===== config.mk =====
export PLATFORM = sky130hd
export DESIGN_NAME = cart_mapper
export DESIGN_NICKNAME = d
export VERILOG_FILES = /design/src/rtl/mapper_pkg.sv /design/src/rtl/mapper_regs.sv /design/src/rtl/mapper_prg_map.sv /design/src/rtl/mapper_chr_map.sv /design/src/rtl/cart_mapper.sv
export SDC_FILE = /design/constraint.sdc
export NUM_CORES = 1
export LEC_CHECK = 0
export ABC_AREA = 1
export BUFFER_PORTS_ARGS = -buffer_cell sky130_fd_sc_hd__buf_2
export CORE_UTILIZATION = 41
export CTS_CLUSTER_DIAMETER = 80
export CTS_CLUSTER_SIZE = 24
export DETAILED_ROUTE_END_ITERATION = 8
export GPL_TIMING_DRIVEN = 0
export HOLD_SLACK_MARGIN = 0.08
export PLACE_DENSITY = 0.78
export SETUP_SLACK_MARGIN = 0.02
export SKIP_LAST_GASP = 1
export SLEW_MARGIN = 30
export SYNTH_ARGS = -nofsm -noshare
export SYNTH_HDL_FRONTEND = slang
export SYNTH_SLANG_ARGS = --single-unit

===== constraint.sdc =====
create_clock -name clk -period 1.55 [get_ports clk]
set_clock_uncertainty 0.15 [all_clocks]
set_input_delay 0.31 -clock clk [delete_from_list [all_inputs] [get_ports clk]]
set_output_delay 0.31 -clock clk [all_outputs]
set_load 0.05 [all_outputs]

===== src/rtl/mapper_pkg.sv =====
package mapper_pkg;

  localparam int PAGE_W = 13;

  typedef enum logic [1:0] {
    WR_NONE,
    WR_CHR,
    WR_WIN,
    WR_MIR
  } wr_kind_e;

  function automatic wr_kind_e decode_write(input logic [15:0] a);
    logic [15:0] m;
    m = a & 16'hE003;
    case (m)
      16'h8000: return WR_CHR;
      16'hE000: return WR_WIN;
      16'hE001: return WR_MIR;
      default:  return WR_NONE;
    endcase
  endfunction

endpackage


===== src/rtl/mapper_regs.sv =====
module mapper_regs
  import mapper_pkg::*;
#(
  parameter int SEL_W = 4
) (
  input  logic             clk,
  input  logic             rst,
  input  logic [15:0]      cpu_addr,
  input  logic [7:0]       cpu_data,
  input  logic             cpu_wr,
  input  logic             dflt_mirror_h,
  output logic [SEL_W-1:0] win_bank,
  output logic [SEL_W-1:0] chr_bank,
  output logic             mirror_h
);

  wr_kind_e kind;

  always_comb begin
    kind = cpu_wr ? decode_write(cpu_addr) : WR_NONE;
  end

  always_ff @(posedge clk) begin
    if (rst) begin
      win_bank <= '0;
      chr_bank <= '0;
      mirror_h <= dflt_mirror_h;
    end else begin
      case (kind)
        WR_CHR:  chr_bank <= cpu_data[SEL_W-1:0];
        WR_WIN:  win_bank <= cpu_data[SEL_W-1:0];
        WR_MIR:  mirror_h <= cpu_data[3];
        default: ;
      endcase
    end
  end

endmodule


===== src/rtl/mapper_prg_map.sv =====
module mapper_prg_map
  import mapper_pkg::*;
#(
  parameter int BANK_W = 8,
  parameter int SEL_W  = 4
) (
  input  logic                     clk,
  input  logic                     rst,
  input  logic [15:0]              cpu_addr,
  input  logic                     cpu_rd,
  input  logic [BANK_W-1:0]        bank_count,
  input  logic [SEL_W-1:0]         win_bank,
  output logic [BANK_W+PAGE_W-1:0] prg_addr,
  output logic                     prg_en
);

  localparam int SLOTS = 4;
  localparam int OUT_W = BANK_W + PAGE_W;

  logic [BANK_W-1:0] fixed_bank [SLOTS];

  for (genvar s = 0; s < SLOTS; s++) begin : g_slot
    assign fixed_bank[s] = bank_count - BANK_W'(SLOTS) + BANK_W'(s);
  end

  logic              in_win;
  logic              in_hi;
  logic [BANK_W-1:0] bank_c;
  logic [OUT_W-1:0]  addr_c;

  always_comb begin
    in_win = (cpu_addr[15:13] == 3'b011);
    in_hi  = cpu_addr[15];
    bank_c = in_win ? BANK_W'(win_bank) : fixed_bank[cpu_addr[14:13]];
    addr_c = (in_win || in_hi) ? {bank_c, cpu_addr[PAGE_W-1:0]} : '0;
  end

  always_ff @(posedge clk) begin
    if (rst) begin
      prg_addr <= '0;
      prg_en   <= 1'b0;
    end else begin
      prg_addr <= addr_c;
      prg_en   <= cpu_rd && (in_win || in_hi);
    end
  end

endmodule


===== src/rtl/mapper_chr_map.sv =====
module mapper_chr_map
  import mapper_pkg::*;
#(
  parameter int SEL_W = 4
) (
  input  logic                    clk,
  input  logic                    rst,
  input  logic [13:0]             ppu_addr,
  input  logic                    ppu_wr,
  input  logic                    chr_is_ram,
  input  logic [SEL_W-1:0]        chr_bank,
  input  logic                    mirror_h,
  output logic [SEL_W+PAGE_W-1:0] chr_addr,
  output logic                    chr_en,
  output logic                    chr_ram_we,
  output logic                    nt_a10
);

  logic pat;

  always_comb begin
    pat = ~ppu_addr[13];
  end

  always_ff @(posedge clk) begin
    if (rst) begin
      chr_addr   <= '0;
      chr_en     <= 1'b0;
      chr_ram_we <= 1'b0;
      nt_a10     <= 1'b0;
    end else begin
      chr_addr   <= pat ? {chr_bank, ppu_addr[PAGE_W-1:0]} : '0;
      chr_en     <= pat;
      chr_ram_we <= pat && ppu_wr && chr_is_ram;
      nt_a10     <= mirror_h ? ppu_addr[11] : ppu_addr[10];
    end
  end

endmodule


===== src/rtl/cart_mapper.sv =====
module cart_mapper
  import mapper_pkg::*;
#(
  parameter int PRG_BANK_W = 8,
  parameter int SEL_W      = 4
) (
  input  logic                         clk,
  input  logic                         rst,
  input  logic [15:0]                  cpu_addr,
  input  logic [7:0]                   cpu_data,
  input  logic                         cpu_wr,
  input  logic                         cpu_rd,
  input  logic [13:0]                  ppu_addr,
  input  logic                         ppu_wr,
  input  logic                         dflt_mirror_h,
  input  logic                         chr_is_ram,
  input  logic [PRG_BANK_W-1:0]        bank_count,
  output logic [PRG_BANK_W+PAGE_W-1:0] prg_addr,
  output logic                         prg_en,
  output logic [SEL_W+PAGE_W-1:0]      chr_addr,
  output logic                         chr_en,
  output logic                         chr_ram_we,
  output logic                         nt_a10,
  output logic                         mirror_horiz
);

  logic [SEL_W-1:0] win_bank;
  logic [SEL_W-1:0] chr_bank;
  logic             mirror_h;

  mapper_regs #(.SEL_W(SEL_W)) u_regs (
    .clk           (clk),
    .rst           (rst),
    .cpu_addr      (cpu_addr),
    .cpu_data      (cpu_data),
    .cpu_wr        (cpu_wr),
    .dflt_mirror_h (dflt_mirror_h),
    .win_bank      (win_bank),
    .chr_bank      (chr_bank),
    .mirror_h      (mirror_h)
  );

  mapper_prg_map #(.BANK_W(PRG_BANK_W), .SEL_W(SEL_W)) u_prg (
    .clk        (clk),
    .rst        (rst),
    .cpu_addr   (cpu_addr),
    .cpu_rd     (cpu_rd),
    .bank_count (bank_count),
    .win_bank   (win_bank),
    .prg_addr   (prg_addr),
    .prg_en     (prg_en)
  );

  mapper_chr_map #(.SEL_W(SEL_W)) u_chr (
    .clk        (clk),
    .rst        (rst),
    .ppu_addr   (ppu_addr),
    .ppu_wr     (ppu_wr),
    .chr_is_ram (chr_is_ram),
    .chr_bank   (chr_bank),
    .mirror_h   (mirror_h),
    .chr_addr   (chr_addr),
    .chr_en     (chr_en),
    .chr_ram_we (chr_ram_we),
    .nt_a10     (nt_a10)
  );

  assign mirror_horiz = mirror_h;

endmodule


==> summary.md, run 1 <==
| Metric | Value |
|---|---|
| Worst slew pin tran | `0.422 ns` |
| Hold_ws | `0.0872 ns` |
| Flop2flop setup slack | `roughly 0.67 ns` |
| Largest net degree at the start of global routing | `16` |
| YS warnings | `0` |
| Remaining DRCs | `0` |
| Iteration-0 DRC Markers | `93` |
| Post-Synth XOR/XNOR Area | `0.0129` |
| WP data arrival | `1.44 ns` |
| Yosys reg bits | `51` |
| CTS sink cnt | `51` |
| Peak supply drop | `0.000388 V` |
| FF/Latch Area | `1030 sq um` |
| RR Endpoint | `u_chr.nt_a10` |
| Main synth FF type | `dfxtp_1` |
| Filler cells | `433` |
| Critical path startpoint | `bank_count[2]` |
| Setup TNS Final | `0 ns` |
| Most used cell, CP | `buf_4` |
| Outcome | `complete, no violations` |
| Largest family of logic cells by synthesized area | `simple AND/OR/NAND/NOR gates` |
| Ys async rst share | `0` |
| Hold WC Path Type | `in2reg` |
| Most frequent cells in the layout | `buf_2 (91), nor2_1 (66), inv_1 (54)` |
| Worst hold path endpoint | `u_chr.chr_ram_we` |
| Layout Area Growth over Synthesis | `47.4%` |
| Final Hold Vio Count | `0` |
| H-Tree Depth | `2` |
| Hold Path Origin | `ppu_wr` |
| Multiplexer area fraction after synthesis | `0` |
| CTS tree | `yes` |
| Post-Syn Instances | `273` |
| Slew margin rel. | `0.718` |
| Final Cycle Share | `0.905` |
| Root Buffer | `clkbuf_8` |
| Met2 usage | `0.337` |
| Pwr dens | `approximately 910 nW/um^2` |
| Global route overflow | `0` |
| Average cell area after synthesis | `~7.5 sq um` |
| Setup CP Type | `in2reg` |
| Longest Clk Path Bufs | `2` |
| CP required | `1.59 ns` |
| Max incr delay on CP | `0.14 ns` |
| Dpl ws | `-0.247 ns` |
| CP max FO | `4` |
| Synth Area in Compound Gates | `0.0461` |
| Die X-Extent | `72.4 um` |
| Num ports | `96` |
| Crit-path cells | `buf_4 -> clkinvlp_4 -> buf_4 -> ha_4 -> nand3_2 -> nand2_2 -> inv_1 -> nor2_2 -> nand3_2 -> buf_4 -> nand2_1 -> nor2_1` |
| Reg2reg path depth | `2` |
| Drt first pass iters | `4` |
| Met3 Use GR | `0.0194` |
| Placeable Area | `4750 sq um` |
| Initial antenna violation count | `0` |
| Area of the multi-input gates | `just over 800 sq um` |
| Hold Path Stages | `3` |
| Worst-Skew Late Latency | `0.29 ns` |
| Clock transition at path regs | `0.09 ns` |
| Total Die Area | `5250 sq um` |
| Site Rows | `25` |
| Final ANT Viol Nets | `0` |
| First-pass GRT wire length | `7.41 mm` |
| Post-DP HPWL | `~3.2 mm` |
| Leakage power | `roughly 1.7 nW` |
| Total Wirelength | `4.63 mm` |
| CP Capture Type | `flop` |
| Met1 Track Usage GR | `0.197` |
| Vias in the first global route | `roughly 1800` |
| Initial cell density of the core | `0.428` |
| Most common cell after layout, fill and taps aside | `buf_2` |
| GRT Total Usage | `0.180` |
| RD Place Congestion | `0.807` |
| Num CTS Buffers | `5` |
| Proportion of layout cells with a drive suffix above 1 | `0.299` |
| EDFF count, synth | `1` |
| Crit start category | `input pin` |
| Setup violations, final | `0` |
| Max-slew violation count | `0` |
| Setup WS post-layout | `0.147 ns` |
| Total Nets Final | `459` |
| Routed vias | `2017` |
| Max Cap Viol | `0` |
| Gr busiest metal | `met2` |
| Fmax | `0.713 GHz` |
| Vias per cell | `4.31` |
| Mapped Area | `2030 sq um` |
| Final min period | `about 1.4 ns` |
| Sum of buffers and inverters on the critical path | `5` |
| Mapped Nets | `332` |
| Drt wl/cell | `between 9 and 10 um` |
| Adder-cell share of the synthesized area | `0.0369` |
| Netlist cell types | `21` |
| Diodes inserted | `0` |
| Die Y | `72.4 um` |
| Top delay family on crit path | `buffers and inverters` |
| Simple-gate area share of the yosys netlist | `0.282` |
| Slowest-stage cell, CP | `buf_4` |
| Port Buffer Count | `between 90 and 100` |
| Sequential area share after synthesis | `0.507` |
| RR Startpoint | `u_regs.mirror_h` |
[stage by stage]
stage               cell area (sq um)   util  std cells  total power, mW
floorplan                        2030      -        273             1.78
global placement                 2570  0.541        431             1.93
detailed placement               2570  0.541        431             1.94
CTS                              2930  0.615        465             2.74
global route                     3000  0.631        468             2.88
finish                           3000  0.631        468             2.73
[where the power goes]
part / total, mW / switching (mW) / internal, mW
logic: 0.593 / 0.391 / 0.202
registers: 1.39 / 0.0144 / 1.37
clock network: 0.748 / 0.388 / 0.360
total: 2.73 / 0.793 / 1.94
[area by class of cell]
cell class | count | area share
Clock buffer | 7 | 0.0288
Inverter | 57 | 0.0726
Clock inverter | 1 | 0.00167
Timing Repair Buffer | 120 | 0.247
Sequential cell | 51 | 0.344
Buffer | 3 | 0.00668
Tap cell | 67 | 0.0280
Multi-Input combinational cell | 162 | 0.272
[metal layers]
| layer | vias to the layer above | routed length [um] |
|---|---|---|
| met5 | - | 0 |
| met2 | 60 | 2460 |
| met4 | 0 | 114 |
| met3 | 9 | 162 |
| li1 | 1068 | - |
| met1 | 880 | 1890 |
[worst max-delay path by stage]
stage / endpoint / slack (ns) / cells past startpoint
floorplan: u_prg.prg_addr[20] / 0.05 / 10
global placement: u_prg.prg_addr[20] / -0.22 / 10
detailed placement: u_prg.prg_addr[20] / -0.25 / 10
CTS: u_prg.prg_addr[20] / 0.07 / 10
global route: u_prg.prg_addr[20] / -0.0006 / 12
finish: u_prg.prg_addr[18] / 0.15 / 12
[worst reg2reg max path: stages (launching register included)]
cell	delay, ns
edfxtp_1	0.41
o21ai_0	0.16
a21oi_1	0.06
[cells in the mapped netlist, types with 2 or more instances]
cell	n	share of area
nand3_1	16	0.039
nor2_4	2	0.011
inv_1	55	0.10
ha_1	6	0.037
nor2_1	67	0.12
nand4_1	4	0.012
a21oi_1	6	0.015
nand2_1	43	0.079
o21ai_0	11	0.027
buf_4	2	0.0074
dfxtp_1	50	0.49
xor2_1	2	0.0086
[flip-flops by register name (all words and copies together), names as in the netlist]
| signal | flops |
|---|---|
| u_chr.chr_addr | 17 |
| u_chr.chr_en | 1 |
| u_chr.chr_ram_we | 1 |
| u_chr.nt_a10 | 1 |
| u_prg.prg_addr | 21 |
| u_prg.prg_en | 1 |
| u_regs.chr_bank | 4 |
| u_regs.mirror_h | 1 |
| u_regs.win_bank | 4 |
[kinds of logic after synthesis]
kind of cell,Yosys count
and+or+nand+nor,135
buffers and inverters,60
DFF,51
AOI/OAI and AO/OA,18
adders and majority gates,6
xor gates and xnor gates,3
[what timing repair did]
action                                  4_1_cts  5_1_grt
setup buffers                                 0        3
hold endpoints to repair                     26        0
hold buffers                                 26        0
endpoints found under the setup margin        0        2
gates resized for setup                       0       11
No activity file was read; power rests on OpenSTA's default activity.
==> inputs of run 2 (changes only) <==
ABC_AREA = 0   (was 1)
CORE_UTILIZATION = 40   (was 41)
PLACE_DENSITY = 0.77   (was 0.78)
==> summary.md, run 2 <==
| Metric | Value |
|---|---|
| First-pass GRT wire length | `between 7 and 8 mm` |
| Final Hold Vio Count | `0` |
| Diodes inserted | `0` |
| Num CTS Buffers | `5` |
| Reg2reg path depth | `4` |
| CP Capture Type | `flop` |
| Most common cell after layout, fill and taps aside | `buf_2` |
| Vias per cell | `4.70` |
| Setup CP Type | `in2reg` |
| Worst-Skew Late Latency | `between 0.2 and 0.3 ns` |
| Number of flip-flops in the largest register | `21` |
| Top-area cell type share of the netlist area | `0.518` |
| Total Die Area | `5110 sq um` |
| Top-count cell post-synth | `dfxtp_1` |
| Placed inst area | `2470 sq um` |
| Flop2flop setup slack | `0.30 ns` |
| FF/Latch Area | `1030 sq um` |
| Leakage power | `1.41 nW` |
| Average cell area after synthesis | `10.2 sq um` |
| RR Endpoint | `u_prg.prg_addr[14]` |
| Die Y | `71.5 um` |
| RD Place Congestion | `0.769` |
| CP max FO | `5` |
| Hold WC Path Type | `in2reg` |
| Slew margin rel. | `0.625` |
| Die X-Extent | `71.5 um` |
| Largest area contributor in the netlist | `dfxtp_1` |
| Mapped Nets | `248` |
| Total Nets Final | `370` |
| WP data arrival | `1.56 ns` |
| Hold_ws | `0.0929 ns` |
| Final min period | `1.54 ns` |
| Final ANT Viol Nets | `0` |
| Site Rows | `24` |
| Filler cells | `between 300 and 400` |
| Area of the multi-input gates | `883 sq um` |
| Mapped Area | `approximately 1900 sq um` |
| Vias in the first global route | `around 1700` |
| EDFF count, synth | `1` |
| RSZ-0062 raised after global routing | `yes` |
| Most frequent cells in the layout | `buf_2 (90), dfxtp_1 (50), and2_1 (31)` |
| Critical path startpoint | `bank_count[2]` |
| Max Cap Viol | `0` |
| Crit start category | `input pin` |
| Layout Area Growth over Synthesis | `48.5%` |
| Drt first pass iters | `4` |
| Post-route cell area | `2870 sq um` |
| Initial antenna violation count | `0` |
| Num ports | `96` |
| Post-DP HPWL | `3.17 mm` |
| Synth top area cells | `dfxtp_1 (52%), and2_1 (10%), mux2i_1 (6.7%)` |
| Max incr delay on CP | `about 0.29 ns` |
| H-Tree Depth | `2` |
| Yosys reg bits | `51` |
| Iteration-0 DRC Markers | `between 90 and 100` |
| Placeable Area | `4500 sq um` |
| Fmax | `0.651 GHz` |
| RR Startpoint | `u_regs.win_bank[1]` |
| Critical Path End | `u_prg.prg_addr[16]` |
| Largest net degree at the start of global routing | `17` |
| CTS sink cnt | `51` |
| Max-slew violation count | `0` |
| Total Wirelength | `between 4 and 5 mm` |
| Biggest regs | `u_prg.prg_addr: 21 flops, u_chr.chr_addr: 17 flops` |
| Sequential area share after synthesis | `0.534` |
| Biggest register | `u_prg.prg_addr` |
| GRT Total Usage | `0.185` |
| Longest Clk Path Bufs | `2` |
| CP required | `between 1.5 and 2 ns` |
| Final Cycle Share | `0.991` |
| CTS tree | `yes` |
| Slowest-stage cell, CP | `a32oi_2` |
| Peak supply drop | `0.000413 V` |
| Outcome | `complete, no violations` |
| Port Buffer Count | `90` |
| Proportion of layout cells with a drive suffix above 1 | `0.369` |
| Ys async rst share | `0` |
| Setup violations, final | `0` |
| Worst slew pin tran | `0.558 ns` |
| Post-Syn Instances | `189` |
| Synth top cells by count | `dfxtp_1 (50), and2_1 (32), nor2_1 (16), mux2i_1 (13)` |
| Root Buffer | `clkbuf_8` |
| Drt wl/cell | `roughly 13 um` |
| Global route overflow | `0` |
| Netlist cell types | `39` |
| PnR Total Power | `about 2.8 mW` |
| Clock transition at path regs | `around 0.090 ns` |
| Routed vias | `roughly 1700` |
| Initial cell density of the core | `0.429` |
| Pwr dens | `~980 nW/um^2` |
| YS warnings | `0` |
| Main synth FF type | `dfxtp_1` |
| Crit-path cells | `buf_4 -> clkinvlp_4 -> ha_1 -> a21o_1 -> a32oi_2 -> xnor2_1 -> o22ai_1` |
| Remaining DRCs | `0` |
==> run 2: changes by cell type after synthesis, sizes merged, moves of 4 or more <==
cell    change
nor2       -54
inv        -50
nand2      -37
and2       +32
nand3      -15
mux2i      +13
o21ai       -9
clkbuf      +7
nand4       -5
nor3        +4
==> run 2: how the worst min path moves through the flow <==
stage | start | to | slack (ns) | cells past startpoint
floorplan | u_regs.chr_bank[0] | u_chr.chr_addr[13] | 0.28 | 1
global placement | u_regs.chr_bank[3] | u_chr.chr_addr[16] | 0.29 | 1
detailed placement | u_regs.chr_bank[1] | u_chr.chr_addr[14] | 0.30 | 1
CTS | cpu_addr[10] | u_prg.prg_addr[10] | 0.09 | 2
global route | ppu_wr | u_chr.chr_ram_we | 0.08 | 2
finish | ppu_wr | u_chr.chr_ram_we | 0.09 | 2
==> run 2: layout make-up <==
cell class	count	area share
Clock buffer	6	0.0253
Timing Repair Buffer	116	0.247
Tap cell	52	0.0227
Sequential cell	51	0.360
Clock inverter	2	0.0131
Buffer	8	0.0148
Multi-Input combinational cell	123	0.308
Inverter	6	0.00917
==> run 2: cell families after synthesis <==
group	after synthesis	synth area share
compound gates	18	0.0655
xor+xnor	6	0.0272
fa+ha+maj	6	0.0389
buf+inv	15	0.0298
flops	51	0.534
mux	14	0.0732
simple gates	79	0.231
==> run 2: worst max-delay path, delay by kind of cell <==
kind / cells / cell delay, ns
AOI/OAI and AO/OA: 3 / 0.55
buffers and inverters: 2 / 0.28
adders and majority gates: 1 / 0.23
xor gates and xnor gates: 1 / 0.18
==> run 2: power by group <==
| part | internal [mW] | leakage [nW] | total (mW) | switching [mW] |
|---|---|---|---|---|
| clock | 0.481 | 0.0514 | 0.887 | 0.406 |
| sequential | 1.37 | 0.419 | 1.38 | 0.0150 |
| combinational | 0.200 | 0.941 | 0.540 | 0.340 |
==> run 2: metal layers <==
metal	wire (um)	GRT usage
met1	2060	0.207
met2	2300	0.334
met3	320	0.0408
met4	111	0.0828
met5	0	0
==> run 2: repair_timing <==
item / in CTS / in global routing
buffers inserted: 0 / 2
resized for setup: 2 / 7
endpoints found under the hold margin: 22 / 2
pin swaps: 1 / 3
hold buffers: 22 / 2
endpoints found under the setup margin: 2 / 20
==> run 2: per-stage QoR <==
step                      worst slack, ns  setup TNS, ns  std cells   util
after floorplan                    -0.114         -0.114        189      -
after global placement             -0.440          -6.55        331  0.549
after detailed placement           -0.421          -6.69        331  0.549
after CTS                        -0.00594       -0.00594        361  0.625
after global routing              -0.0799         -0.358        364  0.636
final                              0.0139              0        364  0.636
